==> config.mk <==
export PLATFORM = sky130hd
export DESIGN_NAME = rtx_sequencer
export DESIGN_NICKNAME = d
export VERILOG_FILES = /design/src/rtl/rtx_pkg.sv /design/src/rtl/rtx_edge_sync.sv /design/src/rtl/rtx_limit_cnt.sv /design/src/rtl/rtx_sequencer.sv
export SDC_FILE = /design/constraint.sdc
export NUM_CORES = 1
export LEC_CHECK = 0
export BUFFER_PORTS_ARGS = -buffer_cell sky130_fd_sc_hd__buf_2
export CORE_AREA = 2 2 49 85
export CTS_CLUSTER_SIZE = 24
export DETAILED_ROUTE_END_ITERATION = 12
export DIE_AREA = 0 0 51 87
export SLEW_MARGIN = 0
export SYNTH_ARGS = -nofsm -noshare
export SYNTH_HDL_FRONTEND = slang
export SYNTH_SLANG_ARGS = --single-unit
==> constraint.sdc <==
create_clock -name clk -period 1.75 [get_ports clk]
set_input_delay 0.35 -clock clk [delete_from_list [all_inputs] [get_ports clk]]
set_output_delay 0.35 -clock clk [all_outputs]
set_load 0.02 [all_outputs]
==> src/rtl/rtx_pkg.sv <==
package rtx_pkg;
   typedef enum logic [2:0] {
      RES_OK      = 3'd0,
      RES_OK_WAIT = 3'd1,
      RES_CH_FAIL = 3'd3,
      RES_NO_ACK  = 3'd5,
      RES_BAD_CFG = 3'd7
   } rtx_res_e;

   typedef enum logic [2:0] {
      ST_IDLE, ST_CCA_REQ, ST_CCA_WAIT, ST_TX_REQ,
      ST_TX_WAIT, ST_TRIG_WAIT, ST_ACK_SEND, ST_FIN
   } rtx_state_e;
endpackage

==> src/rtl/rtx_edge_sync.sv <==
module rtx_edge_sync #(
   parameter int STAGES = 2
) (
   input  logic clk,
   input  logic rst_n,
   input  logic din,
   output logic rise
);
   if (STAGES < 2) begin : g_bad_stages
      $error("rtx_edge_sync: STAGES must be at least 2");
   end

   logic [STAGES:0] sh;

   always_ff @(posedge clk) begin
      if (!rst_n) sh <= '0;
      else        sh <= {sh[STAGES-1:0], din};
   end

   assign rise = sh[STAGES-1] & ~sh[STAGES];

   AST_RISE_SINGLE: assert property (@(posedge clk) disable iff (!rst_n)
      rise |=> !rise);
endmodule

==> src/rtl/rtx_limit_cnt.sv <==
module rtx_limit_cnt #(
   parameter int W = 4
) (
   input  logic         clk,
   input  logic         rst_n,
   input  logic         clr,
   input  logic         inc,
   input  logic [W-1:0] limit,
   output logic         at_lim
);
   if (W < 1) begin : g_bad_width
      $error("rtx_limit_cnt: W must be positive");
   end

   logic [W-1:0] cnt;

   always_ff @(posedge clk) begin
      if (!rst_n)   cnt <= '0;
      else if (clr) cnt <= '0;
      else if (inc) cnt <= cnt + 1'b1;
   end

   assign at_lim = (cnt == limit);

   AST_CNT_NO_WRAP: assert property (@(posedge clk) disable iff (!rst_n)
      (inc && !clr) |-> (cnt != '1));
endmodule

==> src/rtl/rtx_sequencer.sv <==
module rtx_sequencer
   import rtx_pkg::*;
#(
   parameter int FR_W        = 4,
   parameter int CS_W        = 3,
   parameter int SYNC_STAGES = 2,
   localparam int CTRL_W     = FR_W + CS_W + 1
) (
   input  logic              clk,
   input  logic              rst_n,
   input  logic [CTRL_W-1:0] ctrl_byte,
   input  logic              start,
   input  logic              ack_req,
   input  logic              trig_in,
   output logic              cca_req,
   input  logic              cca_done,
   input  logic              cca_clear,
   output logic              tx_start,
   input  logic              ack_rcvd,
   input  logic              ack_tmo,
   output logic              ack_send,
   output logic              wait_trig,
   output logic              busy,
   output logic              done,
   output logic [2:0]        result
);
   localparam logic [CS_W-1:0] CS_BYPASS   = '1;
   localparam logic [CS_W-1:0] CS_RESERVED = CS_BYPASS - 1'b1;

   if (CS_W != 3) begin : g_bad_cs
      $error("rtx_sequencer: channel-access field must be 3 bits");
   end
   if (FR_W < 1 || FR_W > 8) begin : g_bad_fr
      $error("rtx_sequencer: FR_W out of range");
   end

   rtx_state_e      state, state_n;
   logic [FR_W-1:0] fr_lim_q;
   logic [CS_W-1:0] cs_lim_q;
   logic            slot_q;
   rtx_res_e        res_q, res_n;
   logic            res_ld, cfg_ld;
   logic            fr_clr, fr_inc, fr_at_lim;
   logic            cs_clr, cs_inc, cs_at_lim;
   logic            trig_rise;

   wire [FR_W-1:0] in_fr   = ctrl_byte[CTRL_W-1 -: FR_W];
   wire [CS_W-1:0] in_cs   = ctrl_byte[CS_W:1];
   wire            in_slot = ctrl_byte[0];

   rtx_edge_sync #(.STAGES(SYNC_STAGES)) u_sync (
      .clk(clk), .rst_n(rst_n), .din(trig_in), .rise(trig_rise));

   rtx_limit_cnt #(.W(FR_W)) u_fr_cnt (
      .clk(clk), .rst_n(rst_n), .clr(fr_clr), .inc(fr_inc),
      .limit(fr_lim_q), .at_lim(fr_at_lim));

   rtx_limit_cnt #(.W(CS_W)) u_cs_cnt (
      .clk(clk), .rst_n(rst_n), .clr(cs_clr), .inc(cs_inc),
      .limit(cs_lim_q), .at_lim(cs_at_lim));

   always_comb begin
      state_n = state;
      res_n   = res_q;
      res_ld  = 1'b0;
      cfg_ld  = 1'b0;
      fr_clr  = 1'b0;
      fr_inc  = 1'b0;
      cs_clr  = 1'b0;
      cs_inc  = 1'b0;
      unique case (state)
         ST_IDLE: begin
            if (start) begin
               cfg_ld = 1'b1;
               fr_clr = 1'b1;
               cs_clr = 1'b1;
               if (in_cs == CS_RESERVED) begin
                  res_n = RES_BAD_CFG; res_ld = 1'b1; state_n = ST_FIN;
               end else if (in_cs == CS_BYPASS) begin
                  state_n = ST_TX_REQ;
               end else begin
                  state_n = ST_CCA_REQ;
               end
            end else if (ack_req) begin
               cfg_ld  = 1'b1;
               state_n = in_slot ? ST_TRIG_WAIT : ST_ACK_SEND;
            end
         end
         ST_CCA_REQ: state_n = ST_CCA_WAIT;
         ST_CCA_WAIT: begin
            if (cca_done) begin
               if (cca_clear) begin
                  state_n = ST_TX_REQ;
               end else if (cs_at_lim) begin
                  res_n = RES_CH_FAIL; res_ld = 1'b1; state_n = ST_FIN;
               end else begin
                  cs_inc = 1'b1; state_n = ST_CCA_REQ;
               end
            end
         end
         ST_TX_REQ: state_n = ST_TX_WAIT;
         ST_TX_WAIT: begin
            if (ack_rcvd) begin
               res_n = RES_OK; res_ld = 1'b1; state_n = ST_FIN;
            end else if (ack_tmo) begin
               if (fr_at_lim) begin
                  res_n = RES_NO_ACK; res_ld = 1'b1; state_n = ST_FIN;
               end else begin
                  fr_inc  = 1'b1;
                  cs_clr  = 1'b1;
                  state_n = (cs_lim_q == CS_BYPASS) ? ST_TX_REQ : ST_CCA_REQ;
               end
            end
         end
         ST_TRIG_WAIT: if (trig_rise) state_n = ST_ACK_SEND;
         ST_ACK_SEND: begin
            res_n = RES_OK; res_ld = 1'b1; state_n = ST_FIN;
         end
         ST_FIN:  state_n = ST_IDLE;
         default: state_n = ST_IDLE;
      endcase
   end

   always_ff @(posedge clk) begin
      if (!rst_n) begin
         state    <= ST_IDLE;
         res_q    <= RES_OK;
         fr_lim_q <= '0;
         cs_lim_q <= '0;
         slot_q   <= 1'b0;
      end else begin
         state <= state_n;
         if (res_ld) res_q <= res_n;
         if (cfg_ld) begin
            fr_lim_q <= in_fr;
            cs_lim_q <= in_cs;
            slot_q   <= in_slot;
         end
      end
   end

   assign cca_req   = (state == ST_CCA_REQ);
   assign tx_start  = (state == ST_TX_REQ);
   assign ack_send  = (state == ST_ACK_SEND);
   assign wait_trig = (state == ST_TRIG_WAIT);
   assign busy      = (state != ST_IDLE);
   assign done      = (state == ST_FIN);
   assign result    = wait_trig ? RES_OK_WAIT : res_q;

   AST_BUSY_AFTER_START: assert property (@(posedge clk) disable iff (!rst_n)
      (!busy && start) |=> busy);
   AST_DONE_ONE_CYCLE: assert property (@(posedge clk) disable iff (!rst_n)
      done |=> !done);
   AST_DONE_ENDS_BUSY: assert property (@(posedge clk) disable iff (!rst_n)
      done |=> !busy);
   AST_STROBES_EXCL: assert property (@(posedge clk) disable iff (!rst_n)
      $onehot0({cca_req, tx_start, ack_send, done}));
   AST_BYPASS_NO_CCA: assert property (@(posedge clk) disable iff (!rst_n)
      cca_req |-> (cs_lim_q != CS_BYPASS));
   AST_RESERVED_NO_TX: assert property (@(posedge clk) disable iff (!rst_n)
      (cca_req || tx_start) |-> (cs_lim_q != CS_RESERVED));
   AST_WAIT_STATUS: assert property (@(posedge clk) disable iff (!rst_n)
      wait_trig |-> (result == RES_OK_WAIT));
   AST_SLOT_NEEDS_EDGE: assert property (@(posedge clk) disable iff (!rst_n)
      (ack_send && slot_q) |-> $past(trig_rise));
endmodule

Word level (Yosys, flattened, before mapping)
Cells that the tools add are included.

cells by class
  add/subtract/negate cells = 2
  equal/unequal tests = 21
  mux-type cells = 47
  bitwise operators = 3
  reduce and logical (&&, ||, !) cells = 7

operators by type and width
  kind                                                                      count
  3-bit 2-to-1 mux                                                          19
  3-bit one-hot mux with 8 select lines                                     1
  3-bit equality test (second input constant)                               7
  1-bit 2-to-1 mux                                                          21
  3-bit one-hot mux with 4 select lines                                     1
  2-bit inequality test (second input constant)                             5
  3-bit inequality test (second input constant)                             3
  9-bit AND reduction                                                       1
  3-bit by 2-bit equality test with 1-bit output (second input constant)    2
  2-bit 2-to-1 mux                                                          3
  4-bit by 1-bit adder with 4-bit output (second input constant)            1
  4-bit equality test                                                       1
  1-bit one-hot mux with 4 select lines                                     1
  4-bit AND reduction                                                       1
  4-bit nonzero test                                                        1
  2-bit OR reduction                                                        2
  3-bit by 1-bit adder with 3-bit output (second input constant)            1
  3-bit by 1-bit equality test with 1-bit output (second input constant)    1
  3-bit equality test                                                       1
  3-bit logical NOT                                                         1
  3-bit nonzero test                                                        1
  2-bit by 1-bit inequality test with 1-bit output (second input constant)  1
  1-bit inverter                                                            2
  1-bit one-hot mux with 2 select lines                                     1
  1-bit AND                                                                 1

storage, ports and cells
  register bits = 23

Logic depth before layout (Yosys ltp)
Gate-level depths: netlist of run 1.

  depth after elaboration = 6
  gate-level depth with buffers = 6
  mapped depth without buffers = 5

By module
A second synthesis of run 1 with hierarchy kept.

second synthesis, totals
  cells, all modules = 149
  area, all modules = 1321.3 sq um

modules (own cells, without submodules)
  module                    instances  cells an instance  area each (sq um)
  rtx_sequencer             1          104                839.6
  rtx_limit_cnt (u_fr_cnt)  1          22                 221.5
  rtx_limit_cnt (u_cs_cnt)  1          16                 167.7
  rtx_edge_sync             1          7                  92.6

Worst setup path after synthesis of run 1
No wires, ideal clock.

  path type = register to register
  start = register state[1]
  end = register state[2]
  library setup time = 0.115 ns
  arrival = 1.407 ns
  slack = 0.227 ns
  stages on the path, launching flop included = 5
  buffers on the path = 0
  clock period less this slack = 1.523 ns
  path through = dfxtp_1 > or4b_4 > a41oi_4 > a2111oi_0 > a31o_1

between the ends
  word-level cells in the longest chain between the ends = 3

ends and longest elaborated chain
  element                                                  RTL line              source
  start, declared                                          rtx_sequencer.sv:37   rtx_state_e state, state_n;
  start signal, assigned                                   rtx_sequencer.sv:132  state <= state_n;
  3-bit equality test (tied with other cells)              rtx_sequencer.sv:71   unique case (state)
  3-bit inequality test (no line) (tied with other cells)  --
  4-bit AND reduction (no line)                            --

Several ways; a longest one is shown, not always the timed one.
A chain may end at the register's enable or synchronous reset.

Worst setup path after layout of run 1
  start = register state[1]
  end = register u_fr_cnt.cnt[2]

between the ends
  word-level cells in the longest chain between the ends = 3

ends and longest elaborated chain
  element                       RTL line             source
  3-bit logical NOT             rtx_sequencer.sv:71
  1-bit 2-to-1 mux              rtx_sequencer.sv:71
  2-bit OR reduction (no line)  --
  end signal, assigned          rtx_limit_cnt.sv:20  else if (inc) cnt <= cnt + 1'b1;
  end, declared                 rtx_limit_cnt.sv:15  logic [W-1:0] cnt;

Several ways; a longest one is shown, not always the timed one.

==> metrics.cfg, run 1 <==
[status]
status = finished clean

[timing]
max_freq_mhz = 607
skew_ns = 0.0109
relSlewSlack_pct = 72.0
rsz0062_at_grt = true
setup_viol = 0
hold_viol_final = 0
tightest_slew_ns = 0.410
final.period_utilization_pct = 94.1
period_minus_slack_ns = 1.65
drv_slew = 0

[clocking]
ctsHoldBuffers = 0
clk_pin_slew_worst_paths_ns = 0.09
htree_levels = 1
clkLatencyLatePin_ns = 0.27
cts_root_buffer = clkbuf_8
post_cts_buffers = 0
cts.sinks = 23
cts_buffer_depth = 2
numCtsBuffers = 3
cts_tree = yes

[route]
drtIter0Drc = 22
drt_wl_total_mm = 3.11
vias_per_cell = 4.95
drc = 0
drtAntennaViolNets = 0
vias = 1123
drtPass1Iterations = 4
wl_per_cell_um = 13.7

[global_route]
grt_max_degree = 19
grt_pass1_wl_mm = 5.09
grt_pass1_vias = 1087
gr-total-overflow = 0
antenna_found_initial = 0
track_usage_pct = 15.3

[setup_path]
crit_required_ns = 1.91
endpoint_kind = flip-flop
critPathKind = reg -> reg
cp_max_fo = 8
start_kind = flip-flop
crit_arrival_ns = 1.81

[yosys]
ys_seq_elements = 23
synthTopCellsByCount = 23 x dfxtp_1, 15 x nor2_1, 9 x mux2i_1, 9 x nor2b_1
synth_top_cell_by_area = dfxtp_1
ys_seq_area_share_pct = 36.8
syn-mean-instance-area_um2 = 8.80
syn_nets = 161
synth_edf_count = 0
synth.most_common_cell = dfxtp_1
synthesis.instances = 142
ys_types = 36
yosysTopAreaCellShare_pct = 36.8
ys.flop_type = dfxtp_1
synth_warnings = 0
synth_area_leaders = dfxtp_1 37%, mux2i_1 7.2%, xor2_1 4.9%
synth.cell_area_mm2 = 0.00125
synth-async-reset-ratio_pct = 0

[floorplan]
die_w_um = 51
dieArea_mm2 = 0.00444
core-area_mm2 = 0.00379
start_util_pct = 33.0
die_h_um = 87
io_pins = 26
rows = 30

[placement]
numPortBuffers = 25
finalWeightedCongestion = 0.841
placedCellCount = 223
dp_hpwl_mm = 2.49

[power_and_ir_drop]
p_total_mw = 2.18
peakVddDrop_mv = 0.572
switching_share_pct = 39.9
p_int_mw = 1.31
power_density_mw_per_mm2 = 1380
p_leak_nw = 0.691
switchingPower_mw = 0.871
pwr-share-clk_pct = 15.3
seqPwrFrac_pct = 34.7
p_comb_share_pct = 50.0

[layout]
final_cells = 227
fin_nets = 199
diodes = 0
nFillCells = 404
drive_above_1_share_pct = 30.2
seqCellArea_um2 = 467
multi_input_area_um2 = 764
syn2layout_area_growth_pct = 26.8

[worst_hold_path]
hold_class = in -> reg

[flow_run]
maxCapViolations = 0

[final timing paths]
check                    start  slack, ns  cells after the start         endpoint
hold / removal         trig_in       0.28                      2     u_sync.sh[0]
setup / recovery      state[1]       0.10                      5  u_fr_cnt.cnt[2]
setup reg to reg      state[1]       0.10                      5  u_fr_cnt.cnt[2]
hold reg to reg   u_sync.sh[0]       0.45                      1     u_sync.sh[1]
[worst max-delay path, stage by stage, from the launching register on]
cell and delay, ns:
dfxtp_4 0.38, or4b_4 0.54, a41oi_4 0.27, nand3_1 0.14, xor2_1 0.15, nor2_1 0.05
[flip-flops by register name, summed over array words and instances (netlist names)]
register,count
u_cs_cnt.cnt,3
state,3
u_sync.sh,3
res_q,3
cs_lim_q,3
u_fr_cnt.cnt,4
fr_lim_q,4
[power groups by stage]
stage,sequential [mW],clock (mW),combinational (mW)
floorplan,0.709,0,0.752
global placement,0.756,0,1.06
detailed placement,0.758,0,1.08
CTS,0.750,0.346,1.08
global route,0.776,0.362,1.20
finish,0.759,0.334,1.09
[cells by family after synthesis]
| logic type | count (synthesis) | share of synthesized area, % |
|---|---|---|
| fa+ha+maj | 2 | 2.00 |
| compound gates | 22 | 14.7 |
| buf+inv | 12 | 3.80 |
| mux | 9 | 7.21 |
| flops | 23 | 36.8 |
| xor+xnor | 13 | 9.11 |
| simple gates | 61 | 26.3 |
[stage by stage]
stage | hold slack (ns) | instance area, um^2 | util (%) | setup TNS, ns | worst slack, ns
after global routing | 0.299 | 1590 | 41.8 | -0.0102 | -0.00880
after detailed placement | 0.423 | 1510 | 39.9 | 0 | 0.0352
after CTS | 0.274 | 1560 | 41.1 | 0 | 0.0226
final | 0.276 | 1590 | 41.8 | 0 | 0.103
after global placement | 0.415 | 1510 | 39.9 | 0 | 0.0284
after floorplan | 0.412 | 1250 | - | 0 | 0.227
[routing by layer]
metal / vias up / share of wire (%) / wire (um) / global-route usage, %
met3: 4 / 2.5 / 79 / 2.06
li1: 574 / - / - / -
met1: 526 / 39 / 1220 / 17.2
met2: 19 / 57 / 1760 / 28.0
met4: 0 / 1.5 / 46 / 6.63
met5: - / 0 / 0 / 0
[layout make-up]
class	count	area share (%)
multi-input combinational	107	48.2
sequential	23	29.4
timing repair buffer	38	14.0
tap	48	3.79
clock buffer	4	2.84
inverter	7	1.66
[repair_timing]
item                       in CTS  in global routing
setup endpoints to repair       2                 15
gates resized for setup         2                  6
pin swaps                       0                  0
[cells in the final DEF (no fill, tap or decap), types with 2 or more instances in the layout]
master / instances
buf_2: 25
dfxtp_1: 20
nor2_1: 15
buf_4: 13
nor2b_1: 9
mux2i_1: 9
xor2_1: 7
nand2_1: 6
inv_1: 5
and3_1: 5
and2_1: 5
nor3_1: 5
xnor2_1: 5
a21oi_1: 5
nand3_1: 5
nand2b_1: 3
clkbuf_8: 3
inv_2: 2
nand4_1: 2
o21ai_0: 2
o31a_1: 2
o221a_1: 2
a31oi_1: 2
ha_1: 2
dfxtp_2: 2
Note: power is estimated with default switching activity, not from simulation.
==> run 2: changes to the inputs <==
--- a/config.mk
+++ b/config.mk
@@ -5,11 +5,12 @@
 export SDC_FILE = /design/constraint.sdc
 export NUM_CORES = 1
 export LEC_CHECK = 0
-export BUFFER_PORTS_ARGS = -buffer_cell sky130_fd_sc_hd__buf_2
-export CORE_AREA = 2 2 49 85
+export ABC_AREA = 1
+export BUFFER_PORTS_ARGS = -buffer_cell sky130_fd_sc_hd__buf_4
+export CORE_AREA = 2 2 51 88
 export CTS_CLUSTER_SIZE = 24
 export DETAILED_ROUTE_END_ITERATION = 12
-export DIE_AREA = 0 0 51 87
+export DIE_AREA = 0 0 53 90
 export SLEW_MARGIN = 0
 export SYNTH_ARGS = -nofsm -noshare
 export SYNTH_HDL_FRONTEND = slang
==> metrics.cfg, run 2 <==
[yosys]
synth_warnings = 0
synth_top_cell_by_area = dfxtp_1
ys_seq_area_share_pct = 34.0
synth.cell_area_mm2 = 0.00136
syn_nets = 234
synth_area_leaders = dfxtp_1 34%, nand2_1 19%, inv_1 11%
ys_types = 25
synth-async-reset-ratio_pct = 0
synthesis.instances = 215
synth.most_common_cell = nand2_1
synth_edf_count = 0
synthTopCellsByCount = 67 x nand2_1, 38 x inv_1, 23 x dfxtp_1
syn-mean-instance-area_um2 = 6.30
yosysTopAreaCellShare_pct = 34.0
ys_seq_elements = 23
ys.flop_type = dfxtp_1

[route]
drtPass1Iterations = 4
drt_wl_total_mm = 2.87
drtAntennaViolNets = 0
vias = 1326
drc = 0
vias_per_cell = 4.54
drtIter0Drc = 26
wl_per_cell_um = 9.83

[global_route]
grt_max_degree = 16
gr-total-overflow = 0
grt_pass1_wl_mm = 5.19
track_usage_pct = 14.0
antenna_found_initial = 0
grt_pass1_vias = 1303

[flow_run]
maxCapViolations = 0

[placement]
finalWeightedCongestion = 0.791
dp_hpwl_mm = 2.37
placed_area_mm2 = 0.00159
numPortBuffers = 25

[setup_path]
crit_family = buffers and inverters
cp_max_fo = 6
critPathKind = reg -> out
cp_cell_sequence = inv_1 > nand3_2 > nand2_1 > inv_1 > buf_4
crit_required_ns = 1.40
max_stage_delay_ns = 0.34
crit_arrival_ns = 1.25
endpoint_kind = primary output
start_kind = flip-flop
cp_common_cell = inv_1
crit_buf_inv = 3
crit_slowest_cell = dfxtp_1

[floorplan]
rows = 31
die_h_um = 90
die_w_um = 53
io_pins = 26
dieArea_mm2 = 0.00477
core-area_mm2 = 0.00407
start_util_pct = 33.3

[clocking]
clkLatencyLatePin_ns = 0.27
htree_levels = 1
ctsHoldBuffers = 0
clk_pin_slew_worst_paths_ns = 0.08
cts.sinks = 23
cts_tree = yes
cts_root_buffer = clkbuf_8
cts_buffer_depth = 2
numCtsBuffers = 3

[timing]
max_freq_mhz = 623
skew_ns = 0.00542
rsz0062_at_grt = false
final.period_utilization_pct = 91.7
hold_viol_final = 0
drv_slew = 0
setup_tns_ns = 0
relSlewSlack_pct = 72.9
setup_viol = 0
period_minus_slack_ns = 1.60
tightest_slew_ns = 0.406

[layout]
diodes = 0
final_cell_mix = 67 x nand2_1, 38 x inv_1, 26 x buf_4, 21 x dfxtp_1, 19 x nor2_1
syn2layout_area_growth_pct = 21.3
layout_commonest_cell = nand2_1
drive_above_1_share_pct = 20.2
fin_nets = 263
top_regs = fr_lim_q x4, u_fr_cnt.cnt x4
final_area_mm2 = 0.00164

[power_and_ir_drop]
p_leak_nw = 0.843
peakVddDrop_mv = 0.830
power_density_mw_per_mm2 = 1520

[worst_hold_path]
hold_class = in -> reg

[status]
status = finished clean

==> run 2: cell count changes in the layout (fill, tap and decap cells not counted), sizes merged, moves of 6 or more <==
cell	previous run	this run
nand2	7	70
inv	7	41
a21oi	5	19
buf	38	26
mux2i	9	0
nor2b	9	0
o21ai	2	11
nor2	16	23
nand3	6	12
xnor2	6	0
==> run 2: what timing repair did <==
action / 4_1_cts / 5_1_grt
resized for setup: 0 / 3
setup endpoints to repair: 0 / 4
setup buffers: 0 / 0
==> run 2: layout make-up <==
cell class | count | area, um^2
fill | 473 | 2430
clock buffer | 3 | 41.3
clock inverter | 1 | 5.00
timing repair buffer | 26 | 195
sequential | 23 | 463
multi-input combinational | 149 | 722
inverter | 41 | 156
tap | 49 | 61.3
==> run 2: cells by family (layout without fill, tap and decap cells) <==
group	after synthesis	in the layout	synth area share [%]
AND/OR/NAND/NOR	114	114	38.0
flip-flops	23	23	34.0
XOR/XNOR	2	2	1.29
AO/OA/AOI/OAI	31	31	11.8
adder cells (fa/ha/maj)	2	2	1.85
buffers and inverters	43	71	13.1
==> run 2: stage by stage <==
step	power, mW	util, %	instances	hold slack (ns)	setup slack, ns
after floorplan	1.82	-	215	0.390	0.247
after global placement	2.18	39.0	288	0.396	0.225
after detailed placement	2.18	39.0	288	0.404	0.249
after CTS	2.52	40.2	292	0.254	0.0188
after global routing	2.76	40.4	292	0.280	0.0188
final	2.50	40.4	292	0.259	0.145
==> run 2: worst register-to-register path, stage by stage, from the launching register on <==
cell and delay (ns):
dfxtp_1 0.39, inv_1 0.14, nor3_4 0.27, nand2_1 0.14, nand2_1 0.10, nor2_2 0.04
nand3_2 0.09, nand2_1 0.06, nand2_1 0.07, nor2_2 0.03
==> run 2: path summary, 6_finish.rpt <==
path | startpoint | endpoint | slack, ns | cells past startpoint
worst max register to register | state[1] | res_q[0] | 0.32 | 9
worst min register to register | u_sync.sh[0] | u_sync.sh[1] | 0.42 | 2
worst min-delay path | trig_in | u_sync.sh[0] | 0.26 | 3
worst max-delay path | state[1] | result[2] | 0.15 | 5
==> run 2: power breakdown <==
group / internal (mW) / total (mW) / switching, mW
combinational: 0.508 / 1.39 / 0.877
sequential: 0.668 / 0.785 / 0.117
clock: 0.159 / 0.330 / 0.171
==> run 2: layer usage <==
layer / track usage, % / vias up / part of all wire (%)
met2: 24.2 / 25 / 51
met5: 0 / - / 0
met4: 6.84 / 0 / 3.2
met3: 1.50 / 7 / 3.6
met1: 16.3 / 578 / 42
li1: - / 716 / -
==> run 3: changes to the inputs <==
--- a/config.mk
+++ b/config.mk
@@ -11,6 +11,7 @@
 export CTS_CLUSTER_SIZE = 24
 export DETAILED_ROUTE_END_ITERATION = 12
 export DIE_AREA = 0 0 53 90
+export GPL_TIMING_DRIVEN = 0
 export SLEW_MARGIN = 0
 export SYNTH_ARGS = -nofsm -noshare
 export SYNTH_HDL_FRONTEND = slang
==> metrics.cfg, run 3 (synthesis gave the netlist of run 2 again) <==
[status]
status = finished clean

[layout]
layout_commonest_cell = nand2_1
diodes = 0
top_regs = fr_lim_q x4, u_fr_cnt.cnt x4
fin_nets = 264
syn2layout_area_growth_pct = 22.4
final_cell_mix = 67 x nand2_1, 37 x inv_1, 26 x buf_4, 21 x dfxtp_1
drive_above_1_share_pct = 20.9
final_area_mm2 = 0.00166

[setup_path]
cp_max_fo = 6
endpoint_kind = primary output
r2r_cells = 9
r2r-start = state[1]
start_kind = flip-flop
critPathKind = reg -> out
r2r_slack_ns = 0.28
r2r-end = res_q[0]
crit_required_ns = 1.40
crit_arrival_ns = 1.27

[route]
vias_per_cell = 4.48
drc = 0
drtIter0Drc = 13
drt_wl_total_mm = 2.88
vias = 1313
drtAntennaViolNets = 0
drtPass1Iterations = 4
wl_per_cell_um = 9.81

[clocking]
cts_tree = yes
post_cts_buffers = 0
clkLatencyLatePin_ns = 0.26
cts.sinks = 23
htree_levels = 1
cts_root_buffer = clkbuf_8
numCtsBuffers = 3
ctsHoldBuffers = 0
clk_pin_slew_worst_paths_ns = 0.08
cts_buffer_depth = 2

[power_and_ir_drop]
peakVddDrop_mv = 0.787
p_leak_nw = 0.846
switching_share_pct = 46.3
seqPwrFrac_pct = 31.5
power_density_mw_per_mm2 = 1510
p_comb_share_pct = 55.7
switchingPower_mw = 1.16
p_int_mw = 1.35
pwr-share-clk_pct = 12.8

[timing]
tightest_slew_ns = 0.309
drv_slew = 0
setup_viol = 0
max_freq_mhz = 619
hold_viol_final = 0
setup_tns_ns = 0
rsz0062_at_grt = false
relSlewSlack_pct = 79.3
final.period_utilization_pct = 92.3
period_minus_slack_ns = 1.62
skew_ns = 0.00145

[floorplan]
io_pins = 26
start_util_pct = 33.3
rows = 31
core-area_mm2 = 0.00407
dieArea_mm2 = 0.00477
die_h_um = 90
die_w_um = 53

[worst_hold_path]
whs_endpoint = u_sync.sh[0]
hold_path_depth = 3
min_from = trig_in
hold_class = in -> reg

[global_route]
grt_max_degree = 13
gr-total-overflow = 0
track_usage_pct = 13.7
antenna_found_initial = 0
grt_pass1_wl_mm = 5.05
grt_pass1_vias = 1246

[placement]
finalWeightedCongestion = 0.822
dp_hpwl_mm = 2.35
placed_area_mm2 = 0.00160
numPortBuffers = 25

[flow_run]
maxCapViolations = 0

## run 3: final cells by class
cell class                      instances  area (um^2)
Fill cell                             475         2410
Multi-Input combinational cell        149          724
Sequential cell                        23          463
Timing Repair Buffer                   25          188
Inverter                               41          156
Tap cell                               49         61.3
Clock buffer                            4         45.0
Buffer                                  2         21.3
## run 3: worst max path at each step
stage / slack, ns / to / from / cells past startpoint
after global placement: 0.21 / ack_send / state[2] / 5
final: 0.13 / ack_send / state[2] / 5
after CTS: 0.008 / result[1] / state[2] / 4
after global routing: 0.03 / ack_send / state[2] / 5
after detailed placement: 0.21 / ack_send / state[2] / 5
after floorplan: 0.25 / state[2] / state[0] / 6
## run 3: power by group through the flow
stage	Combinational (mW)	Sequential, mW	Clock (mW)
final	1.40	0.790	0.322
after global routing	1.60	0.810	0.365
after CTS	1.41	0.778	0.345
after global placement	1.40	0.787	0
after floorplan	1.05	0.768	0
after detailed placement	1.40	0.789	0
## run 3: metal layers
| layer | global-route usage (%) | routed length (um) | vias up |
|---|---|---|---|
| met5 | 0 | 0 | - |
| met4 | 5.77 | 37 | 0 |
| met3 | 1.66 | 91 | 4 |
| met2 | 24.8 | 1530 | 21 |
| met1 | 15.2 | 1220 | 567 |
| li1 | - | - | 721 |
## run 3: worst max-delay path, stage by stage (launching register included)
cell and delay, ns:
dfxtp_2 0.42, inv_2 0.08, nor2_2 0.20, nand2_1 0.11, inv_1 0.07, buf_4 0.13
## run 3: timing repair
item / 4_1_cts / 5_1_grt
gates resized for setup: 1 / 4
gates cloned: 0 / 0
setup endpoints to repair: 1 / 6
endpoints found under the hold margin: 0 / 0
## run 3: metrics by stage
step / util, % / hold WS [ns] / worst slack [ns] / total power [mW] / cells
detailed placement: 39.4 / 0.409 / 0.209 / 2.19 / 289
floorplan: - / 0.390 / 0.247 / 1.82 / 215
global placement: 39.4 / 0.404 / 0.207 / 2.19 / 289
finish: 40.7 / 0.268 / 0.135 / 2.51 / 293
global route: 40.7 / 0.259 / 0.0284 / 2.78 / 293
CTS: 40.6 / 0.261 / 0.00785 / 2.54 / 293
